## config.mk

```make
export PLATFORM = sky130hd
export DESIGN_NAME = sreg_wr_ctrl
export DESIGN_NICKNAME = d
export VERILOG_FILES = /design/src/rtl/sreg_pkg.sv /design/src/rtl/sreg_sync.sv /design/src/rtl/sreg_frame.sv /design/src/rtl/sreg_exec.sv /design/src/rtl/sreg_wr_ctrl.sv
export SDC_FILE = /design/constraint.sdc
export NUM_CORES = 1
export LEC_CHECK = 0
export BUFFER_PORTS_ARGS = -buffer_cell sky130_fd_sc_hd__buf_2
export CAP_MARGIN = 20
export CORE_ASPECT_RATIO = 0.7
export CORE_MARGIN = 2
export CORE_UTILIZATION = 40
export CTS_CLUSTER_SIZE = 25
export DETAILED_ROUTE_END_ITERATION = 8
export PLACE_DENSITY_LB_ADDON = 0.3
export SYNTH_ARGS = -nofsm -noshare
export SYNTH_HDL_FRONTEND = slang
export SYNTH_SLANG_ARGS = --single-unit
export TNS_END_PERCENT = 1
```

## constraint.sdc

```tcl
create_clock -name clk -period 1.5 [get_ports clk]
set_input_delay 0.3 -clock clk [delete_from_list [all_inputs] [get_ports clk]]
set_output_delay 0.3 -clock clk [all_outputs]
set_load 0.05 [all_outputs]
```

## src/rtl/sreg_pkg.sv

```systemverilog
package sreg_pkg;
    localparam int unsigned BYTE_W    = 8;
    localparam int unsigned BIT_IDX_W = $clog2(BYTE_W);
    localparam int unsigned CODE_W    = 4;

    localparam logic [BYTE_W-1:0] OP_WRITE_LOCK = 8'h01;
    localparam logic [BYTE_W-1:0] OP_ARM        = 8'h06;
    localparam logic [BYTE_W-1:0] OP_DISARM     = 8'h04;

    localparam logic [CODE_W-1:0] CODE_PROTECT   = 4'b1111;
    localparam logic [CODE_W-1:0] CODE_UNPROTECT = 4'b0000;

    // Count of whole bytes seen in a frame, saturating after the data byte
    typedef enum logic [1:0] {
        NB_NONE   = 2'd0,
        NB_OPCODE = 2'd1,
        NB_DATA   = 2'd2
    } nbytes_e;

    typedef struct packed {
        logic                  sck_prev;
        logic                  cs_prev;
        logic [BIT_IDX_W-1:0]  bit_idx;
        nbytes_e               nbytes;
        logic [BYTE_W-1:0]     shreg;
        logic [BYTE_W-1:0]     opcode;
        logic [BYTE_W-1:0]     data;
        logic                  done;
    } frame_st_t;

    typedef struct packed {
        logic wel;
        logic lock;
        logic gp;
        logic gu;
    } exec_st_t;
endpackage

```

## src/rtl/sreg_sync.sv

```systemverilog
module sreg_sync #(
    parameter int unsigned W       = 4,
    parameter int unsigned STAGES  = 2,
    parameter logic [W-1:0] RST_VAL = '0
) (
    input  logic         clk,
    input  logic         rst_n,
    input  logic [W-1:0] din,
    output logic [W-1:0] dout
);
    logic [STAGES-1:0][W-1:0] chain_d, chain_q;

    always_comb begin
        chain_d[0] = din;
        for (int s = 1; s < int'(STAGES); s++) begin
            chain_d[s] = chain_q[s-1];
        end
    end

    always_ff @(posedge clk or negedge rst_n) begin
        if (!rst_n) chain_q <= {STAGES{RST_VAL}};
        else        chain_q <= chain_d;
    end

    assign dout = chain_q[STAGES-1];
endmodule

```

## src/rtl/sreg_frame.sv

```systemverilog
module sreg_frame
    import sreg_pkg::*;
(
    input  logic              clk,
    input  logic              rst_n,
    input  logic              sck_s,
    input  logic              cs_n_s,
    input  logic              si_s,
    output logic              done,
    output logic              aligned,
    output nbytes_e           nbytes,
    output logic [BYTE_W-1:0] opcode,
    output logic [BYTE_W-1:0] data
);
    frame_st_t st_d, st_q;
    logic [BYTE_W-1:0] shift_w;

    assign shift_w = {st_q.shreg[BYTE_W-2:0], si_s};

    always_comb begin
        st_d          = st_q;
        st_d.done     = 1'b0;
        st_d.sck_prev = sck_s;
        st_d.cs_prev  = cs_n_s;
        if (st_q.cs_prev && !cs_n_s) begin
            // frame start: counter restarts
            st_d.bit_idx = '0;
            st_d.nbytes  = NB_NONE;
        end else if (!cs_n_s && sck_s && !st_q.sck_prev) begin
            st_d.shreg   = shift_w;
            st_d.bit_idx = st_q.bit_idx + 1'b1;
            if (st_q.bit_idx == BIT_IDX_W'(BYTE_W-1)) begin
                unique case (st_q.nbytes)
                    NB_NONE: begin
                        st_d.opcode = shift_w;
                        st_d.nbytes = NB_OPCODE;
                    end
                    NB_OPCODE: begin
                        st_d.data   = shift_w;
                        st_d.nbytes = NB_DATA;
                    end
                    default: st_d.nbytes = NB_DATA;
                endcase
            end
        end
        if (!st_q.cs_prev && cs_n_s) begin
            st_d.done = 1'b1;
        end
    end

    always_ff @(posedge clk or negedge rst_n) begin
        if (!rst_n) begin
            st_q          <= '0;
            st_q.cs_prev  <= 1'b1;
            st_q.nbytes   <= NB_NONE;
        end else begin
            st_q <= st_d;
        end
    end

    assign done    = st_q.done;
    assign aligned = (st_q.bit_idx == '0);
    assign nbytes  = st_q.nbytes;
    assign opcode  = st_q.opcode;
    assign data    = st_q.data;
endmodule

```

## src/rtl/sreg_exec.sv

```systemverilog
module sreg_exec
    import sreg_pkg::*;
(
    input  logic              clk,
    input  logic              rst_n,
    input  logic              done,
    input  logic              aligned,
    input  nbytes_e           nbytes,
    input  logic [BYTE_W-1:0] opcode,
    input  logic [BYTE_W-1:0] data,
    input  logic              wp_n_s,
    output logic              wel,
    output logic              lock,
    output logic              gp,
    output logic              gu
);
    exec_st_t st_d, st_q;
    logic              new_lock;
    logic [CODE_W-1:0] code;
    logic              dc_unused;
    logic              complete;

    assign new_lock  = data[BYTE_W-1];
    assign code      = data[BYTE_W-3 -: CODE_W];
    assign dc_unused = ^{data[BYTE_W-2], data[1:0]};
    assign complete  = aligned && (nbytes == NB_DATA);

    always_comb begin
        st_d    = st_q;
        st_d.gp = 1'b0;
        st_d.gu = 1'b0;
        if (done && nbytes != NB_NONE) begin
            if (opcode == OP_WRITE_LOCK) begin
                if (!complete) begin
                    st_d.wel = 1'b0;           // malformed frame aborts
                end else if (st_q.wel) begin
                    st_d.wel = 1'b0;
                    if (wp_n_s || new_lock) begin
                        st_d.lock = new_lock;
                        if (!st_q.lock) begin
                            st_d.gp = (code == CODE_PROTECT);
                            st_d.gu = (code == CODE_UNPROTECT);
                        end
                    end
                end
            end else if (aligned) begin
                if (opcode == OP_ARM)         st_d.wel = 1'b1;
                else if (opcode == OP_DISARM) st_d.wel = 1'b0;
            end
        end
    end

    always_ff @(posedge clk or negedge rst_n) begin
        if (!rst_n) st_q <= '0;
        else        st_q <= st_d;
    end

    assign wel  = st_q.wel;
    assign lock = st_q.lock;
    assign gp   = st_q.gp;
    assign gu   = st_q.gu;
endmodule

```

## src/rtl/sreg_wr_ctrl.sv

```systemverilog
module sreg_wr_ctrl
    import sreg_pkg::*;
#(
    parameter int unsigned SYNC_STAGES = 2
) (
    input  logic clk,
    input  logic rst_n,
    input  logic spi_sck,
    input  logic spi_cs_n,
    input  logic spi_si,
    input  logic wp_n,
    output logic wel,
    output logic lock_bit,
    output logic glob_protect,
    output logic glob_unprotect
);
    localparam int unsigned NSYNC = 4;
    // order: {wp_n, si, cs_n, sck}; idle values of the pins
    localparam logic [NSYNC-1:0] SYNC_IDLE = 4'b1010;

    logic [NSYNC-1:0]  pins_s;
    logic              sck_s, cs_n_s, si_s, wp_s;
    logic              f_done, f_aligned;
    nbytes_e           f_nbytes;
    logic [BYTE_W-1:0] f_opcode, f_data;

    sreg_sync #(
        .W       (NSYNC),
        .STAGES  (SYNC_STAGES),
        .RST_VAL (SYNC_IDLE)
    ) u_sync (
        .clk  (clk),
        .rst_n(rst_n),
        .din  ({wp_n, spi_si, spi_cs_n, spi_sck}),
        .dout (pins_s)
    );

    assign {wp_s, si_s, cs_n_s, sck_s} = pins_s;

    sreg_frame u_frame (
        .clk    (clk),
        .rst_n  (rst_n),
        .sck_s  (sck_s),
        .cs_n_s (cs_n_s),
        .si_s   (si_s),
        .done   (f_done),
        .aligned(f_aligned),
        .nbytes (f_nbytes),
        .opcode (f_opcode),
        .data   (f_data)
    );

    sreg_exec u_exec (
        .clk    (clk),
        .rst_n  (rst_n),
        .done   (f_done),
        .aligned(f_aligned),
        .nbytes (f_nbytes),
        .opcode (f_opcode),
        .data   (f_data),
        .wp_n_s (wp_s),
        .wel    (wel),
        .lock   (lock_bit),
        .gp     (glob_protect),
        .gu     (glob_unprotect)
    );
endmodule

```

==> impl_results.md <==
* Slew Limit Fails at 0
* Synthesized area per cell at ~15 µm²
* Vias per std cell at 5.09
* Pwr Total at 2.16 mW
* Worst-margin pin slew at 0.466 ns
* Core Region at 3870 µm²
* Fill cell count at between 300 and 400
* Die Span X at ~80 µm
* Crit. End Element: flop
* Crit path DAT at 1.73 ns
* CP required at around 1.7 ns
* Site Rows at 19
* RSZ-0062 raised after global routing: true
* Post-Syn Instances at 108
* Yosys top cell by area: dfrtp_1
* PwrDens at 1080 nW/µm²
* Ys Warns at 0
* Root Driver: clkbuf_8
* Violated checks: negative setup slack
* DP Worst Slack at -0.106 ns
* Antenna Nets Post-Route at 0
* Cell variety after synth at 29
* GRT Total Usage at 14.7%
* Worst hold path type: in -> reg
* Pleak at 0.935 nW
* Clk_skew at 0.00301 ns
* Vias in the first global route at 927
* Die ar. at 4540 µm²
* P&R area growth vs syn at 24.4%
* Total gr overflow at 0
* Hold Violations, Final at 0
* Antenna diodes at 0
* Detailed Routing Iterations Pass 1 at 4
* Synth top area cells: dfrtp_1 55%, mux2_2 15%, dfstp_2 8.2%
* Yosys top cell area share at roughly 55%
* Nets at about 150
* Startpoint class of the critical path: flop
* Final Cycle Share at 104%
* Commonest non-fill, non-tap cell in the layout: dfrtp_1
* Cell Area, Synth at 1600 µm²
* Leading cell types in the layout, fill and taps excluded: 35 x dfrtp_1, 13 x mux2_2, 11 x buf_4
* First-pass GRT wire length at between 4 and 5 mm
* MaxCap Viol Count at 0
* Final HPWL DP at 1.93 mm
* Crit Path Class: reg -> reg
* WL per Instance at approximately 14 µm
* Min Hold Slack at 0.104 ns
* Vias at between 900 and 1000
* FF-to-FF setup slack at -0.06 ns
* Status: finished, violations left
* Ports at 10
* Worst Path Max Fanout at 5
* Rel. slew slack at 69.0%
* Post-Route WL at ~2.7 mm
* DRC viols at 0
* Layout cells sized above 1 at 50.0%
* Tmin final at 1.56 ns
* Worst vdd ir at 534 µV
* Worst-path clk slew at 0.07 ns
* Final setup vio count at 12
* H-tree levels at 2
* Syn nets at approximately 120
* Port bufs at 9
* Total CTS buffers at 5
* Initial core utilization at between 40% and 50%
* Layout Utilization at 51.5%
* CTS Buffer Depth at 2
* Gp weighted congestion at 0.770
* Largest net degree at the start of global routing at 22
* Clk_lat worst skew at 0.29 ns
* DRT iter0 DRCs at 47
* Register area share after synthesis at around 63%
* Maximum clock rate at approximately 640 MHz
* Worst setup slack after layout at -0.0566 ns
* Fin Setup TNS at -0.379 ns
* Number of synthesized register bits at 40
* Die H at 57.0 µm
* Clock sinks at 40
* Antenna violations before repair at 0
* CTS tree: built
==> final cells by class <==
class                           instances  area [µm²]  share of cell area [%]
Timing Repair Buffer                   23         160                    8.03
Tap cell                               52        65.1                    3.26
Clock buffer                            8        90.1                    4.51
Multi-Input combinational cell         63         658                    33.0
Sequential cell                        40        1010                    50.5
Inverter                                4        15.0                   0.752
==> repair_timing <==
action | in CTS | in global routing
setup buffers | 2 | 0
setup endpoints to repair | 17 | 18
pin swaps | 2 | 4
resized for setup | 12 | 11
hold buffers | 1 | 0
endpoints found under the hold margin | 14 | 0
==> metrics by stage <==
step                area, µm²  cells
finish                   2000    190
global route             2000    190
CTS                      1950    190
detailed placement       1790    179
global placement         1790    179
floorplan                1600    108
==> cell families (layout without fill, tap and decap cells) <==
group           Yosys count  after routing  synth area share (%)
compound gates           10             10                  3.90
mux                      23             23                  16.1
buf+inv                   5             35                  1.64
fa+ha+maj                 3              3                  2.34
simple gates             27             27                  13.3
flops                    40             40                  62.8
==> cell usage after synthesis <==
cell / number
dfrtp_1: 35
mux2_2: 22
dfstp_2: 5
inv_1: 4
nand2_1: 4
o21ai_0: 4
ha_1: 3
nand3b_1: 3
nor2_1: 3
a22oi_1: 2
nor2b_1: 2
nor3_1: 2
nor3_4: 2
or4_1: 2
a21oi_1: 1
a31oi_1: 1
a32oi_1: 1
and2b_1: 1
and3_1: 1
buf_6: 1
mux2i_1: 1
nand2b_4: 1
nand3_2: 1
nand3_4: 1
nand4_1: 1
nor3b_1: 1
nor3b_4: 1
nor4_1: 1
o211ai_1: 1
==> power breakdown <==
part | switching [mW] | total (mW) | internal [mW]
Clock | 0.337 | 0.712 | 0.375
Combinational | 0.0833 | 0.202 | 0.119
Sequential | 0.0804 | 1.24 | 1.16
==> metal layers <==
layer | global-route usage (%) | wire length (µm) | vias to the layer above
met3 | 5.70 | 186 | 5
met4 | 7.39 | 42 | 0
met2 | 18.8 | 1150 | 26
met5 | 0 | 0 | -
li1 | - | - | 449
met1 | 21.5 | 1360 | 487
==> registers in the layout, summed over array words and instances (netlist names) <==
register,flops
u_frame.opcode,8
u_frame.shift_w,7
u_frame.data,5
u_frame.st_q,5
u_sync.chain_d,4
u_sync.dout,4
u_frame.nbytes,2
u_exec.gp,1
u_exec.gu,1
u_exec.lock,1
u_exec.wel,1
u_frame.done,1
==> worst paths after layout <==
| path | start | to | depth (start not counted) |
|---|---|---|---|
| max | u_sync.dout[1] | u_frame.data[5] | 4 |
| min | wp_n | u_sync.chain_d[7] | 1 |
| max reg2reg | u_sync.dout[1] | u_frame.data[5] | 4 |
| min reg2reg | u_sync.chain_d[7] | u_sync.dout[3] | 0 |
| max in group asynchronous | rst_n | u_frame.opcode[3] | 3 |
| min in group asynchronous | rst_n | u_sync.chain_d[4] | 2 |
==> critical path, stage by stage (launching register included) <==
cell	delay [ns]
dfstp_2	0.57
and2b_1	0.24
nor3_4	0.17
buf_6	0.16
mux2_4	0.30
Note: power is estimated with default switching activity, not from simulation.
